### src/rtl/fsg_pkg.sv
package fsg_pkg;

    localparam int unsigned PRE_MAX_DEF = 256;
    localparam int unsigned SFD_W_DEF   = 16;
    localparam logic [15:0] SFD_DEF     = 16'hF3A0;

    typedef enum logic [1:0] {
        ST_IDLE = 2'd0,
        ST_PRE  = 2'd1,
        ST_SFD  = 2'd2,
        ST_DATA = 2'd3
    } fsg_state_e;

    typedef enum logic [1:0] {
        EM_NONE = 2'd0,
        EM_PRE  = 2'd1,
        EM_SFD  = 2'd2,
        EM_DATA = 2'd3
    } fsg_emit_e;

    typedef struct packed {
        logic vld;
        logic val;
        logic sync;
    } fsg_bit_t;

    function automatic logic fsg_is_sync(input fsg_emit_e em);
        return (em == EM_PRE) || (em == EM_SFD);
    endfunction

endpackage

### src/rtl/fsg_ctrl.sv
module fsg_ctrl
    import fsg_pkg::*;
#(
    parameter int unsigned PRE_MAX = PRE_MAX_DEF,
    parameter int unsigned SFD_W   = SFD_W_DEF,
    parameter int unsigned LEN_W   = $clog2(PRE_MAX + 1)
) (
    input  logic             clk,
    input  logic             rst,
    input  logic             start_i,
    input  logic [LEN_W-1:0] pre_len_i,
    input  logic             sym_en_i,
    input  logic             up_valid_i,
    input  logic             up_last_i,
    output logic             accept_o,
    output fsg_emit_e        emit_o,
    output logic             up_ready_o
);

    localparam int unsigned SIDX_W = $clog2(SFD_W);
    localparam int unsigned CNT_W  = (LEN_W > SIDX_W) ? LEN_W : SIDX_W;

    fsg_state_e       state_q, state_d;
    logic [CNT_W-1:0] cnt_q, cnt_d;
    logic [LEN_W-1:0] len_q, len_d, len_clamped;
    logic             pre_done, sfd_done;

    // Length limits: zero means one bit, anything past the maximum saturates.
    always_comb begin
        if (pre_len_i == '0) begin
            len_clamped = LEN_W'(1);
        end else if (pre_len_i > LEN_W'(PRE_MAX)) begin
            len_clamped = LEN_W'(PRE_MAX);
        end else begin
            len_clamped = pre_len_i;
        end
    end

    assign pre_done = (cnt_q == (CNT_W'(len_q) - CNT_W'(1)));
    assign sfd_done = (cnt_q == CNT_W'(SFD_W - 1));

    always_comb begin
        state_d    = state_q;
        cnt_d      = cnt_q;
        len_d      = len_q;
        emit_o     = EM_NONE;
        accept_o   = 1'b0;
        up_ready_o = 1'b0;
        unique case (state_q)
            ST_IDLE: begin
                if (start_i) begin
                    accept_o = 1'b1;
                    len_d    = len_clamped;
                    cnt_d    = '0;
                    state_d  = ST_PRE;
                end
            end
            ST_PRE: begin
                if (sym_en_i) begin
                    emit_o = EM_PRE;
                    if (pre_done) begin
                        cnt_d   = '0;
                        state_d = ST_SFD;
                    end else begin
                        cnt_d = cnt_q + CNT_W'(1);
                    end
                end
            end
            ST_SFD: begin
                if (sym_en_i) begin
                    emit_o = EM_SFD;
                    if (sfd_done) begin
                        cnt_d   = '0;
                        state_d = ST_DATA;
                    end else begin
                        cnt_d = cnt_q + CNT_W'(1);
                    end
                end
            end
            ST_DATA: begin
                up_ready_o = sym_en_i;
                if (sym_en_i && up_valid_i) begin
                    emit_o = EM_DATA;
                    if (up_last_i) begin
                        state_d = ST_IDLE;
                    end
                end
            end
            default: state_d = ST_IDLE;
        endcase
    end

    always_ff @(posedge clk) begin
        if (rst) begin
            state_q <= ST_IDLE;
            cnt_q   <= '0;
            len_q   <= LEN_W'(1);
        end else begin
            state_q <= state_d;
            cnt_q   <= cnt_d;
            len_q   <= len_d;
        end
    end

endmodule

### src/rtl/fsg_sfd_shift.sv
module fsg_sfd_shift #(
    parameter int unsigned       SFD_W     = 16,
    parameter logic [SFD_W-1:0]  SFD_RST   = '0,
    parameter bit                LSB_FIRST = 1'b1
) (
    input  logic             clk,
    input  logic             rst,
    input  logic             load_i,
    input  logic [SFD_W-1:0] pat_i,
    input  logic             shift_i,
    output logic             bit_o
);

    logic [SFD_W-1:0] sh_q;

    if (LSB_FIRST) begin : g_lsb
        always_ff @(posedge clk) begin
            if (rst) begin
                sh_q <= SFD_RST;
            end else if (load_i) begin
                sh_q <= pat_i;
            end else if (shift_i) begin
                sh_q <= {1'b0, sh_q[SFD_W-1:1]};
            end
        end
        assign bit_o = sh_q[0];
    end else begin : g_msb
        always_ff @(posedge clk) begin
            if (rst) begin
                sh_q <= SFD_RST;
            end else if (load_i) begin
                sh_q <= pat_i;
            end else if (shift_i) begin
                sh_q <= {sh_q[SFD_W-2:0], 1'b0};
            end
        end
        assign bit_o = sh_q[SFD_W-1];
    end

endmodule

### src/rtl/fsg_out_stage.sv
module fsg_out_stage
    import fsg_pkg::*;
(
    input  logic     clk,
    input  logic     rst,
    input  logic     arm_i,
    input  fsg_bit_t nxt_i,
    output logic     bit_o,
    output logic     vld_o,
    output logic     force_o
);

    logic bit_q, vld_q, force_q;

    always_ff @(posedge clk) begin
        if (rst) begin
            bit_q   <= 1'b0;
            vld_q   <= 1'b0;
            force_q <= 1'b0;
        end else begin
            vld_q <= nxt_i.vld;
            if (nxt_i.vld) begin
                bit_q <= nxt_i.val;
            end
            if (arm_i) begin
                force_q <= 1'b1;
            end else if (nxt_i.vld) begin
                force_q <= nxt_i.sync;
            end
        end
    end

    assign bit_o   = bit_q;
    assign vld_o   = vld_q;
    assign force_o = force_q;

endmodule

### src/rtl/frame_sync_gen.sv
module frame_sync_gen
    import fsg_pkg::*;
#(
    parameter int unsigned      PRE_MAX   = PRE_MAX_DEF,
    parameter int unsigned      SFD_W     = SFD_W_DEF,
    parameter logic [SFD_W-1:0] SFD_RST   = SFD_W'(SFD_DEF),
    parameter bit               LSB_FIRST = 1'b1,
    localparam int unsigned     LEN_W     = $clog2(PRE_MAX + 1)
) (
    input  logic             clk,
    input  logic             rst,
    input  logic             start_i,
    input  logic [LEN_W-1:0] pre_len_i,
    input  logic [SFD_W-1:0] sfd_i,
    input  logic             sym_en_i,
    input  logic             up_data_i,
    input  logic             up_valid_i,
    input  logic             up_last_i,
    output logic             up_ready_o,
    output logic             bit_o,
    output logic             bit_vld_o,
    output logic             force_dbpsk_o
);

    logic      accept;
    fsg_emit_e emit;
    logic      sfd_bit;
    fsg_bit_t  nxt;

    fsg_ctrl #(
        .PRE_MAX (PRE_MAX),
        .SFD_W   (SFD_W),
        .LEN_W   (LEN_W)
    ) u_ctrl (
        .clk        (clk),
        .rst        (rst),
        .start_i    (start_i),
        .pre_len_i  (pre_len_i),
        .sym_en_i   (sym_en_i),
        .up_valid_i (up_valid_i),
        .up_last_i  (up_last_i),
        .accept_o   (accept),
        .emit_o     (emit),
        .up_ready_o (up_ready_o)
    );

    fsg_sfd_shift #(
        .SFD_W     (SFD_W),
        .SFD_RST   (SFD_RST),
        .LSB_FIRST (LSB_FIRST)
    ) u_sfd (
        .clk     (clk),
        .rst     (rst),
        .load_i  (accept),
        .pat_i   (sfd_i),
        .shift_i (emit == EM_SFD),
        .bit_o   (sfd_bit)
    );

    always_comb begin
        nxt.vld  = (emit != EM_NONE);
        nxt.sync = fsg_is_sync(emit);
        unique case (emit)
            EM_PRE:  nxt.val = 1'b1;
            EM_SFD:  nxt.val = sfd_bit;
            EM_DATA: nxt.val = up_data_i;
            default: nxt.val = 1'b0;
        endcase
    end

    fsg_out_stage u_out (
        .clk     (clk),
        .rst     (rst),
        .arm_i   (accept),
        .nxt_i   (nxt),
        .bit_o   (bit_o),
        .vld_o   (bit_vld_o),
        .force_o (force_dbpsk_o)
    );

endmodule

### config.mk
export PLATFORM = sky130hd
export DESIGN_NAME = frame_sync_gen
export DESIGN_NICKNAME = d
export VERILOG_FILES = /design/src/rtl/fsg_pkg.sv /design/src/rtl/fsg_ctrl.sv /design/src/rtl/fsg_sfd_shift.sv /design/src/rtl/fsg_out_stage.sv /design/src/rtl/frame_sync_gen.sv
export SDC_FILE = /design/constraint.sdc
export NUM_CORES = 1
export LEC_CHECK = 0
export BUFFER_PORTS_ARGS = -buffer_cell sky130_fd_sc_hd__buf_2
export CAP_MARGIN = 40
export CORE_ASPECT_RATIO = 1.5
export CORE_MARGIN = 2
export CORE_UTILIZATION = 50
export CTS_BUF_LIST = sky130_fd_sc_hd__clkbuf_4
export CTS_CLUSTER_SIZE = 20
export DETAILED_ROUTE_END_ITERATION = 10
export GPL_TIMING_DRIVEN = 0
export PLACE_DENSITY_LB_ADDON = 0.3
export SYNTH_ARGS = -nofsm -noshare
export SYNTH_HDL_FRONTEND = slang
export SYNTH_SLANG_ARGS = --single-unit
export TNS_END_PERCENT = 100
### constraint.sdc
create_clock -name clk -period 8.5 [get_ports clk]
set_clock_uncertainty 0.1 [all_clocks]
set_input_delay 2.55 -clock clk [delete_from_list [all_inputs] [get_ports clk]]
set_output_delay 2.55 -clock clk [all_outputs]
set_load 0.02 [all_outputs]
==> flow_metrics.py <==
metrics = {
    "layout": {
        "area_growth_pct": 13.23,
        "final_area_um2": 2581,
        "final_util_pct": 57.79,
        "n_fill_cell": 436,
        "nets": 358,
        "n_antenna_cell": 0,
        "drive_gt1_share_pct": 16.40,
    },
    "hold_path": {
        "hp-start": "u_ctrl.len_q[8]",
        "hp-class": "register to register",
    },
    "synth": {
        "yosys.area.top_type": "dfxtp_1",
        "syn_nets": 318,
        "synth_seq_cells": 39,
        "synthCells": 276,
        "syn_avg_cell_area_um2": 8.260,
        "syn-cell-area_um2": 2280,
        "synth_cell_types": 48,
        "synth_seq_area_share_pct": 34.25,
        "async_flop_share_pct": 0,
        "synthFlopType": "dfxtp_1",
        "synth.top_cell.area_share_pct": 34.25,
        "synth-edff-count": 0,
        "yosysWarningCount": 0,
        "synth.area.top_cells": "dfxtp_1 (34%), mux2i_1 (7.5%), ha_1 (5.5%), nor2_1 (5.1%), a21oi_1 (4.4%)",
    },
    "critical_path": {
        "critPathMostFrequentCell": "buf_2",
        "cpPeakStageDelay_ps": 150,
        "cp.required_ps": 5850,
        "critical_path.startpoint": "sym_en_i",
        "critPathLaunchType": "input port",
        "crit_chain": "buf_2 > and2_1 > buf_2",
        "cp-end-kind": "primary output",
        "crit_fanout": 6,
        "rr_startpoint": "u_ctrl.state_q[0]",
        "critPathBufInv": 2,
        "cp.arrival_ps": 2950,
        "cpMaxStageDelayCell": "buf_2",
        "crit_family": "buffers and inverters",
        "critical_path_class": "input port to primary output",
    },
    "drt": {
        "dr_total_vias": 2071,
        "drtPass1Iterations": 4,
        "vias_per_cell": 5.674,
        "drc": 0,
        "wl_per_cell_um": 14.25,
        "drt_iter0_drc": 37,
        "drt_wl_total_mm": 5.202,
        "ant_nets": 0,
    },
    "global_route": {
        "grt_pass1_vias": 1955,
        "grt_util_all_layers_pct": 21.21,
        "antenna_found_initial": 0,
        "grt_max_degree": 13,
        "grt_pass1_wl_mm": 8.424,
        "overflow": 0,
    },
    "power": {
        "pwr-share-comb_pct": 41.4,
        "peakVddDrop_mv": 0.1264,
        "leakage_uw": 0.001023,
        "p_seq_share_pct": 38.3,
        "switching_share_pct": 38.29,
        "p_int_uw": 375.3,
        "power-per-cell-area_nw_per_um2": 235.6,
        "switchingPower_uw": 232.8,
        "clkPwrFrac_pct": 20.3,
    },
    "timing": {
        "max_slew_margin_pct": 56.70,
        "tightest_slew_ps": 648.3,
        "hold_ws_ps": 397.5,
        "finalCritPeriodShare_pct": 65.93,
        "rsz0062_at_grt": "no",
        "fmax_mhz": 178.4,
        "tns_ps": 0,
        "drv_slew": 0,
        "min_period_ps": 5604,
        "report.final.hold_viol_count": 0,
        "setup_viol": 0,
    },
    "place": {
        "place_area_um2": 2505,
        "portBuffers": 33,
        "dpl.hpwl_mm": 4.021,
        "place_congestion": 0.8352,
    },
    "clock_network": {
        "cts_buffers": 5,
        "cts_setup_buffers": 0,
        "cts-root-buf": "clkbuf_4",
        "path_clk_slew_ps": 110,
        "clockBufferDepth": 2,
        "htree_levels": 2,
        "cts-hold-fix-buffers": 0,
        "clkLatencyLatePin_ps": 340,
        "cts_resized": 0,
        "cts_sinks": 39,
        "cts_tree": "built",
    },
    "floorplanning": {
        "core_um2": 4467,
        "die_area_um2": 5127,
        "top_level_ports": 36,
        "row_count": 30,
        "start_util_pct": 51.04,
        "fp.dieW_um": 59.13,
        "die_h_um": 86.70,
    },
    "run_status": {
        "status": "finished, final reports clean",
    },
    "job": {
        "cap_violations": 0,
    },
}
-- registers in the layout, indices dropped and copies added (netlist names) --
register	cells
u_sfd.sh_q	16
u_ctrl.len_q	9
u_ctrl.state_q	2
u_out.bit_o	1
u_ctrl.cnt_q	9
u_out.vld_o	1
u_out.force_o	1
-- Yosys cell counts, drive strengths merged, types with 10 or more instances --
cell type	instances
nand2	18
a211oi	10
dfxtp	39
nor3b	10
inv	12
o21ai	13
mux2i	17
nor2	31
nand2b	13
a21oi	21
clkbuf	12
ha	10
-- power by group through the flow --
stage	registers, uW	clock network, uW	logic (uW)
2_1_floorplan	234	0	196
3_3_place_gp	237	0	247
3_5_place_dp	238	0	249
4_1_cts	233	127	252
5_1_grt	236	132	286
6_report	233	123	252
-- worst paths after layout --
| check | end | slack [ps] | cells after the start |
|---|---|---|---|
| hold reg to reg | u_ctrl.len_q[8] | 400 | 2 |
| setup reg to reg | u_out.bit_o | 5570 | 13 |
| hold / removal | u_ctrl.len_q[8] | 400 | 2 |
| setup / recovery | up_ready_o | 2900 | 3 |
-- placed cells by master, fill, tap and decap left out, drive strengths merged, types with 8 or more instances in the layout --
cell type / instances
a211oi: 10
a21oi: 21
buf: 36
clkbuf: 17
dfxtp: 39
ha: 10
inv: 12
mux2i: 17
nand2: 18
nand2b: 13
nand3: 9
nor2: 31
nor3: 8
nor3b: 10
o21ai: 13
-- layer usage --
| metal | track usage (%) | routed length [um] |
|---|---|---|
| met1 | 21.67 | 2079 |
| met2 | 40.20 | 2815 |
| met3 | 3.582 | 147 |
| met4 | 9.711 | 159 |
| met5 | 0 | 0 |
-- final cells by class --
cell class | count | area [um2] | share of cell area [%]
Clock buffer | 5 | 37.54 | 1.454
Timing Repair Buffer | 33 | 165.2 | 6.398
Tap cell | 48 | 60.06 | 2.327
Buffer | 15 | 57.56 | 2.230
Multi-Input combinational cell | 210 | 1396 | 54.10
Inverter | 12 | 45.04 | 1.745
Sequential cell | 39 | 780.7 | 30.25
Clock inverter | 3 | 38.79 | 1.503
-- kinds of logic after synthesis --
logic type,share of synthesized area (%)
AO/OA/AOI/OAI,19.26
adder cells (fa/ha/maj),5.488
XOR/XNOR,3.458
multiplexers,7.464
AND/OR/NAND/NOR,25.58
flip-flops,34.25
buffers and inverters,4.500
-- worst register-to-register path, delay by kind of cell, from the launching register on --
kind,cells,cell delay (ps)
buffers and inverters,4,830
AO/OA/AOI/OAI,3,460
AND/OR/NAND/NOR,4,530
flip-flops,1,410
adder cells (fa/ha/maj),2,490
-- metrics by stage --
stage | std cells | setup slack, ps | total power [uW]
2_1_floorplan | 276 | 3090 | 430.1
3_3_place_gp | 357 | 2896 | 483.8
3_5_place_dp | 357 | 2892 | 487.3
4_1_cts | 365 | 2894 | 611.9
5_1_grt | 365 | 2879 | 654.3
6_report | 365 | 2896 | 608.1
Note: power is estimated with default switching activity, not from simulation.
